==> config.mk <==
export PLATFORM = sky130hd
export DESIGN_NAME = int_resp_seq
export DESIGN_NICKNAME = d
export VERILOG_FILES = /design/src/rtl/irs_pkg.sv /design/src/rtl/irs_req_capture.sv /design/src/rtl/irs_enable_flags.sv /design/src/rtl/irs_ack_fsm.sv /design/src/rtl/int_resp_seq.sv
export SDC_FILE = /design/constraint.sdc
export NUM_CORES = 1
export LEC_CHECK = 0
export BUFFER_PORTS_ARGS = -buffer_cell sky130_fd_sc_hd__buf_4
export CORE_ASPECT_RATIO = 1.4
export CORE_UTILIZATION = 43
export CTS_BUF_LIST = sky130_fd_sc_hd__clkbuf_4
export DETAILED_ROUTE_END_ITERATION = 12
export GPL_ROUTABILITY_DRIVEN = 1
export PLACE_DENSITY = 0.82
export SYNTH_ARGS = -nofsm -noshare
export SYNTH_HDL_FRONTEND = slang
export SYNTH_SLANG_ARGS = --single-unit
==> constraint.sdc <==
create_clock -name clk -period 1.4 [get_ports clk]
set_input_delay 0 -clock clk [delete_from_list [all_inputs] [get_ports clk]]
set_output_delay 0 -clock clk [all_outputs]
set_load 0.02 [all_outputs]
==> src/rtl/irs_pkg.sv <==
package irs_pkg;
    localparam int ADDR_W = 16;
    localparam int DATA_W = 8;
    localparam logic [ADDR_W-1:0] NMI_TARGET   = 16'h0066;
    localparam logic [ADDR_W-1:0] FIXED_TARGET = 16'h0038;

    typedef enum logic [1:0] {
        IM_RESTART = 2'd0,
        IM_FIXED   = 2'd1,
        IM_TABLE   = 2'd2
    } imode_t;

    typedef enum logic [2:0] {
        S_IDLE,
        S_NMI,
        S_ACK,
        S_WAIT,
        S_READ,
        S_CALL
    } seq_st_t;

    typedef struct packed {
        logic              valid;
        logic [ADDR_W-1:0] addr;
    } call_t;

    function automatic logic [ADDR_W-1:0] mask_target(
        input imode_t            m,
        input logic [DATA_W-1:0] page,
        input logic [DATA_W-1:0] bus
    );
        case (m)
            IM_RESTART: return {8'h00, 2'b00, bus[5:3], 3'b000};
            IM_FIXED:   return FIXED_TARGET;
            default:    return {page, bus[7:1], 1'b0};
        endcase
    endfunction
endpackage

==> src/rtl/irs_req_capture.sv <==
module irs_req_capture (
    input  logic clk,
    input  logic rst,
    input  logic nmi_i,
    input  logic int_i,
    input  logic take_nmi,
    input  logic take_irq,
    output logic nmi_pend,
    output logic irq_pend
);
    logic nmi_q;
    logic nmi_rise;

    assign nmi_rise = nmi_i & ~nmi_q;

    always_ff @(posedge clk) begin
        if (rst) begin
            nmi_q    <= 1'b0;
            nmi_pend <= 1'b0;
            irq_pend <= 1'b0;
        end else begin
            nmi_q    <= nmi_i;
            // a new edge arriving while the old one is taken is kept
            nmi_pend <= (nmi_pend & ~take_nmi) | nmi_rise;
            if (take_irq)
                irq_pend <= 1'b0;
            else
                irq_pend <= irq_pend | int_i;
        end
    end
endmodule

==> src/rtl/irs_enable_flags.sv <==
module irs_enable_flags (
    input  logic clk,
    input  logic rst,
    input  logic boundary,
    input  logic ei,
    input  logic di,
    input  logic retn,
    input  logic take_nmi,
    input  logic take_irq,
    output logic iff1,
    output logic iff2,
    output logic ei_block
);
    always_ff @(posedge clk) begin
        if (rst) begin
            iff1     <= 1'b0;
            iff2     <= 1'b0;
            ei_block <= 1'b0;
        end else begin
            if (take_nmi) begin
                iff2 <= iff1;
                iff1 <= 1'b0;
            end else if (take_irq || di) begin
                iff1 <= 1'b0;
                iff2 <= 1'b0;
            end else if (ei) begin
                iff1 <= 1'b1;
                iff2 <= 1'b1;
            end else if (retn) begin
                iff1 <= iff2;
            end

            if (ei)
                ei_block <= 1'b1;
            else if (boundary)
                ei_block <= 1'b0;
        end
    end
endmodule

==> src/rtl/irs_ack_fsm.sv <==
module irs_ack_fsm
    import irs_pkg::*;
#(
    parameter int ACK_WAITS = 2
) (
    input  logic              clk,
    input  logic              rst,
    input  logic              boundary,
    input  logic              nmi_pend,
    input  logic              irq_pend,
    input  logic              irq_allowed,
    input  imode_t            mode,
    input  logic [DATA_W-1:0] page,
    input  logic [DATA_W-1:0] data,
    output logic              take_nmi,
    output logic              take_irq,
    output logic              m1_n,
    output logic              iorq_n,
    output logic              busy,
    output call_t             call
);
    localparam int CW = $clog2(ACK_WAITS + 1);
    localparam logic [CW-1:0] LAST_WAIT = CW'(ACK_WAITS - 1);

    seq_st_t           st;
    logic [CW-1:0]     wcnt;
    logic [DATA_W-1:0] bus_q;
    logic              idle;

    assign idle     = (st == S_IDLE);
    assign take_nmi = idle & boundary & nmi_pend;
    assign take_irq = idle & boundary & ~nmi_pend & irq_pend & irq_allowed;

    always_ff @(posedge clk) begin
        if (rst) begin
            st    <= S_IDLE;
            wcnt  <= '0;
            bus_q <= '0;
        end else begin
            case (st)
                S_IDLE: begin
                    if (take_nmi)
                        st <= S_NMI;
                    else if (take_irq)
                        st <= S_ACK;
                end
                S_NMI: st <= S_IDLE;
                S_ACK: begin
                    wcnt <= '0;
                    st   <= S_WAIT;
                end
                S_WAIT: begin
                    wcnt <= wcnt + 1'b1;
                    if (wcnt == LAST_WAIT)
                        st <= S_READ;
                end
                S_READ: begin
                    bus_q <= data;
                    st    <= S_CALL;
                end
                default: st <= S_IDLE;
            endcase
        end
    end

    always_comb begin
        m1_n       = ~(st == S_ACK || st == S_WAIT || st == S_READ);
        iorq_n     = ~(st == S_WAIT || st == S_READ);
        busy       = ~idle;
        call.valid = (st == S_NMI) || (st == S_CALL);
        if (st == S_NMI)
            call.addr = NMI_TARGET;
        else if (st == S_CALL)
            call.addr = mask_target(mode, page, bus_q);
        else
            call.addr = '0;
    end
endmodule

==> src/rtl/int_resp_seq.sv <==
module int_resp_seq
    import irs_pkg::*;
#(
    parameter int ACK_WAITS = 2
) (
    input  logic              clk,
    input  logic              rst,
    input  logic              boundary_i,
    input  logic              ei_i,
    input  logic              di_i,
    input  logic              im_set_i,
    input  logic [1:0]        im_val_i,
    input  logic              retn_i,
    input  logic              nmi_i,
    input  logic              int_i,
    input  logic [DATA_W-1:0] page_i,
    input  logic [DATA_W-1:0] data_i,
    output logic              m1_n_o,
    output logic              iorq_n_o,
    output logic              busy_o,
    output logic              call_valid_o,
    output logic [ADDR_W-1:0] call_addr_o
);
    logic   take_nmi, take_irq;
    logic   nmi_pend, irq_pend;
    logic   iff1, iff2, ei_block;
    imode_t imode_q;
    call_t  call;

    always_ff @(posedge clk) begin
        if (rst)
            imode_q <= IM_RESTART;
        else if (im_set_i && im_val_i != 2'd3)
            imode_q <= imode_t'(im_val_i);
    end

    irs_req_capture u_req (
        .clk      (clk),
        .rst      (rst),
        .nmi_i    (nmi_i),
        .int_i    (int_i),
        .take_nmi (take_nmi),
        .take_irq (take_irq),
        .nmi_pend (nmi_pend),
        .irq_pend (irq_pend)
    );

    irs_enable_flags u_flags (
        .clk      (clk),
        .rst      (rst),
        .boundary (boundary_i),
        .ei       (ei_i),
        .di       (di_i),
        .retn     (retn_i),
        .take_nmi (take_nmi),
        .take_irq (take_irq),
        .iff1     (iff1),
        .iff2     (iff2),
        .ei_block (ei_block)
    );

    irs_ack_fsm #(.ACK_WAITS(ACK_WAITS)) u_fsm (
        .clk         (clk),
        .rst         (rst),
        .boundary    (boundary_i),
        .nmi_pend    (nmi_pend),
        .irq_pend    (irq_pend),
        .irq_allowed (iff1 & ~ei_block),
        .mode        (imode_q),
        .page        (page_i),
        .data        (data_i),
        .take_nmi    (take_nmi),
        .take_irq    (take_irq),
        .m1_n        (m1_n_o),
        .iorq_n      (iorq_n_o),
        .busy        (busy_o),
        .call        (call)
    );

    assign call_valid_o = call.valid;
    assign call_addr_o  = call.addr;
endmodule

==> summary.md, run 1 <==
| Metric | Value |
|---|---|
| ANT nets after route | 0 |
| Hold Crit Class | input pin to register |
| Cells after Synth | between 100 and 150 |
| Setup violators final | 0 |
| Crit Path Max Fanout | 5 |
| Compound-Gate Fraction of Synth Area | 9.465% |
| Crit path DAT | 1.59 ns |
| Simple-gate share of the synthesized area | between 30% and 40% |
| Setup tns final | 0 ns |
| Layout Nets | 210 |
| Core Util, Final | roughly 74% |
| GRT Total Usage | 21.72% |
| DR vias/cell | around 5.2 |
| Clock latency on the worst-skew pair | 0.30 ns |
| Failing checks | hold timing |
| Fraction of synthesized area in multiplexers | 8.095% |
| CP Data Required Time | around 1.6 ns |
| Final HPWL from detailed placement | 1706 um |
| Commonest non-fill, non-tap cell in the layout | buf_4 |
| Die area | ~0.0025 sq mm |
| Syn Nets | between 100 and 150 |
| Largest family of logic cells by synthesized area | simple AND/OR/NAND/NOR gates |
| Largest net degree at the start of global routing | 20 |
| Final hold viol count | 1 |
| Core Box Area | ~0.0022 sq mm |
| Synth Warn # | 0 |
| Xor-xnor portion of the synthesized cell area | 0% |
| Critical path class | register to register |
| First-pass GRT wire length | 4133 um |
| Mapped cell area | ~0.001 sq mm |
| Clock sinks | 20 |
| Worst vdd ir | roughly 0.74 mV |
| Setup ws final | between 0.007 and 0.008 ns |
| Area grow syn2layout | 61.02% |
| Drt pass-1 iters | 4 |
| Wirelength, routed | around 2700 um |
| Startpoint types | register |
| Final Total Pwr | 1.323 mW |
| Crit share post-route | between 90 and 100% |
| DR iter-0 viols | 15 |
| Count of cell types in the netlist | 32 |
| Gpl congestion | about 0.74 |
| Die span in y | just under 60 um |
| RSZ-0062 raised after global routing | true |
| Via Count | 1054 |
| Min cycle time layout | approximately 1.4 ns |
| CTS H-Tree Depth | 1 |
| Hold Path Depth | 2 |
| Hold_ws | -0.002806 ns |
| Seq/Total Area, Yosys | 39.85% |
| Power per cell area | roughly 820 mW/mm^2 |
| Max clock buf depth | 2 |
| LEAKAGE | a little over 0.7 nW |
| Initial Utilization | 46.15% |
| Cell Rows | 20 |
| Die Wd | 42.85 um |
| Placed Instances | approximately 180 |
| Flops & latches, synth | 20 |
| CTS tree | done |
| Outcome | finished with violations |
| I/O Buffers | 44 |
| Fin. max-slew vios | 0 |
| Routed wire per std cell | 13.31 um |
| Worst reg2reg path depth | 4 |
| DRC | 0 |
| Finished Layout Cells | 203 |
| Pre-CTS setup slack | between 0.009 and 0.01 ns |
| Fmax | between 0.7 and 0.8 GHz |
| Max Cap Viol | 0 |
| Post-Synth Adder-Cell Area | about 1.2% |
| Initial antenna violation count | 0 |
| Number of global-route vias before repair | roughly 990 |
| Num CTS Buffers | 3 |
| Most frequent cells in the layout | 49 x buf_4, 21 x nor2_1, 15 x dfxtp_1 |
| CP endpoint kind | register |
| Layout Skew | a little under 0.0006 ns |
| Clk root buf | clkbuf_4 |
| Total congestion overflow | 0 |
| Antenna fix cells | 0 |
| CTS clock-pin slew for the worst setup and hold paths | roughly 0.11 ns |
| Syn Area/Cell | approximately 8.4 sq um |
| Ports | 47 |
| Layout cells sized above 1 | ~41% |
[where the power goes]
part / switching [mW] / internal, mW / total [mW]
Clock: 0.182 / 0.289 / 0.471
Combinational: 0.102 / 0.137 / 0.239
Sequential: 0.0272 / 0.586 / 0.614
[through the flow]
step / hold slack, ns / area [sq um]
after detailed placement: 0.2242 / 1343
after global routing: 0.01126 / 1618
after CTS: 0.0001328 / 1556
after global placement: 0.2229 / 1343
after floorplan: 0.1174 / 1005
final: -0.002806 / 1618
[synth_stat cells]
| cell type | count | area share, % |
|---|---|---|
| a21oi_1 | 8 | 4.0 |
| o22ai_1 | 1 | 0.62 |
| or2b_1 | 1 | 0.75 |
| and4b_1 | 2 | 2.0 |
| nor4_1 | 1 | 0.62 |
| clkbuf_1 | 4 | 1.5 |
| or3_4 | 1 | 1.1 |
| a211oi_1 | 1 | 0.75 |
| ha_1 | 1 | 1.2 |
| nand3b_1 | 4 | 3.0 |
| mux2_2 | 1 | 1.1 |
| nor3_1 | 5 | 2.5 |
| dfxtp_1 | 20 | 40 |
| nor3_2 | 1 | 1.0 |
| a2111oi_0 | 1 | 0.87 |
| nor3b_1 | 2 | 1.5 |
| nand2_1 | 6 | 2.2 |
| o21ai_0 | 2 | 1.0 |
| nor2b_1 | 6 | 3.7 |
| a21o_1 | 1 | 0.75 |
| mux2i_1 | 7 | 7.0 |
| and2_1 | 9 | 5.6 |
| a21oi_2 | 1 | 0.87 |
| buf_2 | 1 | 0.50 |
| buf_6 | 2 | 2.2 |
| inv_1 | 4 | 1.5 |
| buf_4 | 1 | 0.75 |
| conb_1 | 1 | 0.37 |
| or4b_4 | 1 | 1.4 |
| nand2b_1 | 2 | 1.2 |
| a31oi_1 | 1 | 0.62 |
| nor2_1 | 21 | 7.8 |
[registers in the layout (all words and copies together), names as in the netlist]
signal / cells
u_fsm.wcnt: 2
u_flags.iff1: 1
imode_q: 2
u_fsm.st: 3
u_req.nmi_q: 1
u_req.irq_pend: 1
u_req.nmi_pend: 1
u_fsm.bus_q: 7
u_flags.iff2: 1
u_flags.ei_block: 1
[worst paths after layout]
| kind | start | to | slack, ns |
|---|---|---|---|
| setup / recovery | u_fsm.st[2] | u_req.nmi_pend | 0.008 |
| hold / removal | rst | u_fsm.wcnt[1] | -0.003 |
| setup reg to reg | u_fsm.st[2] | u_req.nmi_pend | 0.008 |
| hold reg to reg | u_fsm.wcnt[1] | u_fsm.wcnt[1] | 0.46 |
[area by class of cell]
class,instances,area [sq um]
tap,22,27.53
sequential,20,414.1
inverter,4,17.52
fill,162,559.3
clock inverter,1,30.03
timing repair buffer,64,529.3
multi-input combinational,89,576.8
clock buffer,3,22.52
[layer usage]
| layer | global-route usage [%] | part of all wire [%] |
|---|---|---|
| met5 | 0 | 0 |
| met4 | 7.589 | 1.7 |
| met3 | 3.659 | 5.1 |
| met2 | 43.29 | 57 |
| met1 | 21.90 | 36 |
[worst max-delay path, cell delays in order (launching register included)]
cell and delay, ns:
dfxtp_4 0.38, buf_4 0.13, or4b_4 0.52, a21oi_1 0.20, nor2_1 0.06
[kinds of logic after synthesis]
family                     count (synthesis)
AOI/OAI and AO/OA                         16
and+or+nand+nor                           62
muxes                                      8
adders and majority gates                  1
other                                      1
DFF                                       20
buffers and inverters                     12
[what timing repair did]
action	CTS	global route
gates resized for setup	8	13
pin swaps	1	2
setup endpoints to repair	14	16
hold buffers	13	0
gates cloned	1	0
endpoints found under the hold margin	14	0
buffers inserted	1	2
No activity file was read; power rests on OpenSTA's default activity.
==> inputs of run 2 (changes only) <==
--- a/config.mk
+++ b/config.mk
@@ -11,7 +11,8 @@
 export CTS_BUF_LIST = sky130_fd_sc_hd__clkbuf_4
 export DETAILED_ROUTE_END_ITERATION = 12
 export GPL_ROUTABILITY_DRIVEN = 1
-export PLACE_DENSITY = 0.82
+export PLACE_DENSITY = 0.81
 export SYNTH_ARGS = -nofsm -noshare
 export SYNTH_HDL_FRONTEND = slang
+export SYNTH_HIERARCHICAL = 1
 export SYNTH_SLANG_ARGS = --single-unit
==> summary.md, run 2 <==
| Metric | Value |
|---|---|
| Most frequent cell after synthesis | dfxtp_1 |
| Cell Rows | 20 |
| Fillers | 142 |
| Setup violators final | 15 |
| LEAKAGE | between 0.7 and 0.8 nW |
| Layout cells sized above 1 | about 45% |
| Commonest non-fill, non-tap cell in the layout | buf_4 |
| Layout Nets | around 220 |
| Main synth FF type | dfxtp_1 |
| Critical path class | register to register |
| Synth Warn # | 6 |
| Num CTS Buffers | 3 |
| Core Box Area | 0.002227 sq mm |
| Core Util, Final | approximately three quarters |
| CTS clock-pin slew for the worst setup and hold paths | approximately 0.11 ns |
| Clk root buf | clkbuf_4 |
| CTS tree | done |
| Die span in y | slightly above 60 um |
| CP Data Required Time | approximately 1.6 ns |
| Most frequent cells in the layout | 41 x buf_4, 17 x dfxtp_1, 16 x buf_6 |
| Setup ws final | -0.07328 ns |
| Drt pass-1 iters | 8 |
| Min cycle time layout | ~1.5 ns |
| Max Cap Viol | 0 |
| Clock latency on the worst-skew pair | 0.29 ns |
| Startpoint types | register |
| Hold Path Depth | 3 |
| Cells after Synth | between 100 and 150 |
| Hold Crit Class | input pin to register |
| Flops & latches, synth | 20 |
| Routed wire per std cell | around 14 um |
| Total congestion overflow | 0 |
| Ports | between 40 and 50 |
| Top cells by count, synth | 20 x dfxtp_1, 16 x nor2_1, 10 x a21oi_1 |
| Syn Area/Cell | a little under 9 sq um |
| Final HPWL from detailed placement | roughly 1800 um |
| Fmax | roughly 0.68 GHz |
| Worst reg2reg path depth | 6 |
| I/O Buffers | 44 |
| Outcome | finished with violations |
| Area share of the largest cell type after synthesis | approximately two fifths |
| Pre-CTS setup slack | roughly 0.093 ns |
| Cell taking the most area after synthesis | dfxtp_1 |
| Layout Skew | around 0.0055 ns |
| Worst vdd ir | between 0.6 and 0.7 mV |
| Antenna fix cells | 0 |
| Synth top area cells | dfxtp_1 38%, mux2i_1 7.6%, nor2_1 5.7% |
| Clock sinks | 20 |
| GRT Total Usage | approximately 22% |
| Number of global-route vias before repair | between 1000 and 1500 |
| RSZ-0062 raised after global routing | true |
| First-pass GRT wire length | 4381 um |
| Mapped cell area | ~0.0010 sq mm |
| DR vias/cell | between 5 and 6 |
| Wirelength, routed | between 2000 and 3000 um |
| Placed Instances | ~190 |
| Initial antenna violation count | 0 |
| Area grow syn2layout | 62.48% |
| Syn Nets | between 100 and 150 |
| Gpl congestion | 0.7856 |
| Crit path DAT | around 1.7 ns |
| Initial Utilization | around 47% |
| Power per cell area | slightly below 700 mW/mm^2 |
| Crit share post-route | 105.2% |
| DRC | 6 |
| Final hold viol count | 0 |
| CTS H-Tree Depth | 1 |
| Count of cell types in the netlist | 36 |
| DR iter-0 viols | 33 |
| CP endpoint kind | register |
| Async S/R FF share, synth | 0% |
| EDFF count, synth | 0 |
| Largest register by flop count | u_fsm/bus_q |
| Largest net degree at the start of global routing | 21 |
| Finished Layout Cells | 210 |
| Failing checks | DRC, setup timing |
| Registers with the most flip-flops | u_fsm/bus_q: 7 flops, u_fsm/st: 3 flops |
| Setup tns final | -0.6935 ns |
| ANT nets after route | 0 |
| Max clock buf depth | 2 |
| Fin. max-slew vios | 0 |
| Max reg flops | 7 |
| Die area | about 0.0026 sq mm |
| Die Wd | approximately 44 um |
| Crit Path Max Fanout | 3 |
| Seq/Total Area, Yosys | between 30% and 40% |
| Via Count | roughly 1100 |
==> run 2: cell count changes after synthesis, sizes merged, moves of 3 or more <==
cell,previous run,this run
and3,0,4
nor2,21,17
clkbuf,4,1
nand2b,2,6
nor3,6,2
inv,4,8
==> run 2: through the flow <==
| step | cell area [sq um] | total power [mW] | hold WS (ns) |
|---|---|---|---|
| after floorplan | 1054 | 0.7370 | 0.06244 |
| after global placement | 1408 | 0.8313 | 0.2257 |
| after global routing | 1702 | 1.225 | 0.02055 |
| final | 1702 | 1.175 | 0.009200 |
| after CTS | 1645 | 1.158 | 0.002336 |
| after detailed placement | 1408 | 0.8386 | 0.2299 |
==> run 2: repair_timing <==
| action | in CTS | in global routing |
|---|---|---|
| gates cloned | 1 | 0 |
| gates resized for setup | 21 | 11 |
| pin swaps | 11 | 8 |
| buffers inserted | 4 | 2 |
| hold endpoints to repair | 13 | 0 |
| endpoints found under the setup margin | 9 | 24 |
| hold buffers | 11 | 0 |
==> run 2: worst max-delay path: stages (launching register included) <==
cell and delay [ns]:
dfxtp_2 0.35, buf_4 0.11, buf_6 0.08, nor3_2 0.04, and3_4 0.18, or4_4 0.49
o22ai_1 0.17
==> run 2: routing by layer <==
layer	vias up	GRT usage (%)	part of all wire (%)
met4	0	11.16	1.2
li1	533	-	-
met3	4	1.786	5.4
met5	-	0	0
met2	47	47.12	57
met1	527	19.81	36
==> run 2: area by class of cell <==
class	instances	area (sq um)	area share [%]
clock buffer	3	22.52	1.324
clock inverter	1	3.754	0.2206
inverter	8	30.03	1.765
multi-input combinational	88	615.6	36.18
sequential	20	404.1	23.75
tap	22	27.53	1.618
timing repair buffer	68	598.1	35.15
==> run 2: where the power goes <==
part           internal [mW]  total [mW]  switching [mW]
sequential             0.589       0.603          0.0133
combinational          0.171       0.295           0.124
clock                  0.104       0.277           0.173
==> run 2: path summary, 6_finish.rpt <==
path,start,endpoint,slack (ns)
setup / recovery,u_fsm/st[1],u_flags/iff2,-0.07
hold / removal,im_val_i[1],imode_q[0],0.009
hold reg to reg,imode_q[0],imode_q[0],0.48
setup reg to reg,u_fsm/st[1],u_flags/iff2,-0.07
==> run 2: cells by family (layout without fill, tap and decap cells) <==
logic type,count (synthesis),in the layout,share of synthesized area [%]
AND/OR/NAND/NOR,58,59,32.85
flip-flops,20,20,38.23
AO/OA/AOI/OAI,19,19,12.07
buffers and inverters,14,80,7.646
multiplexers,8,8,7.647
adder cells (fa/ha/maj),1,1,1.195
other,1,1,0.3581
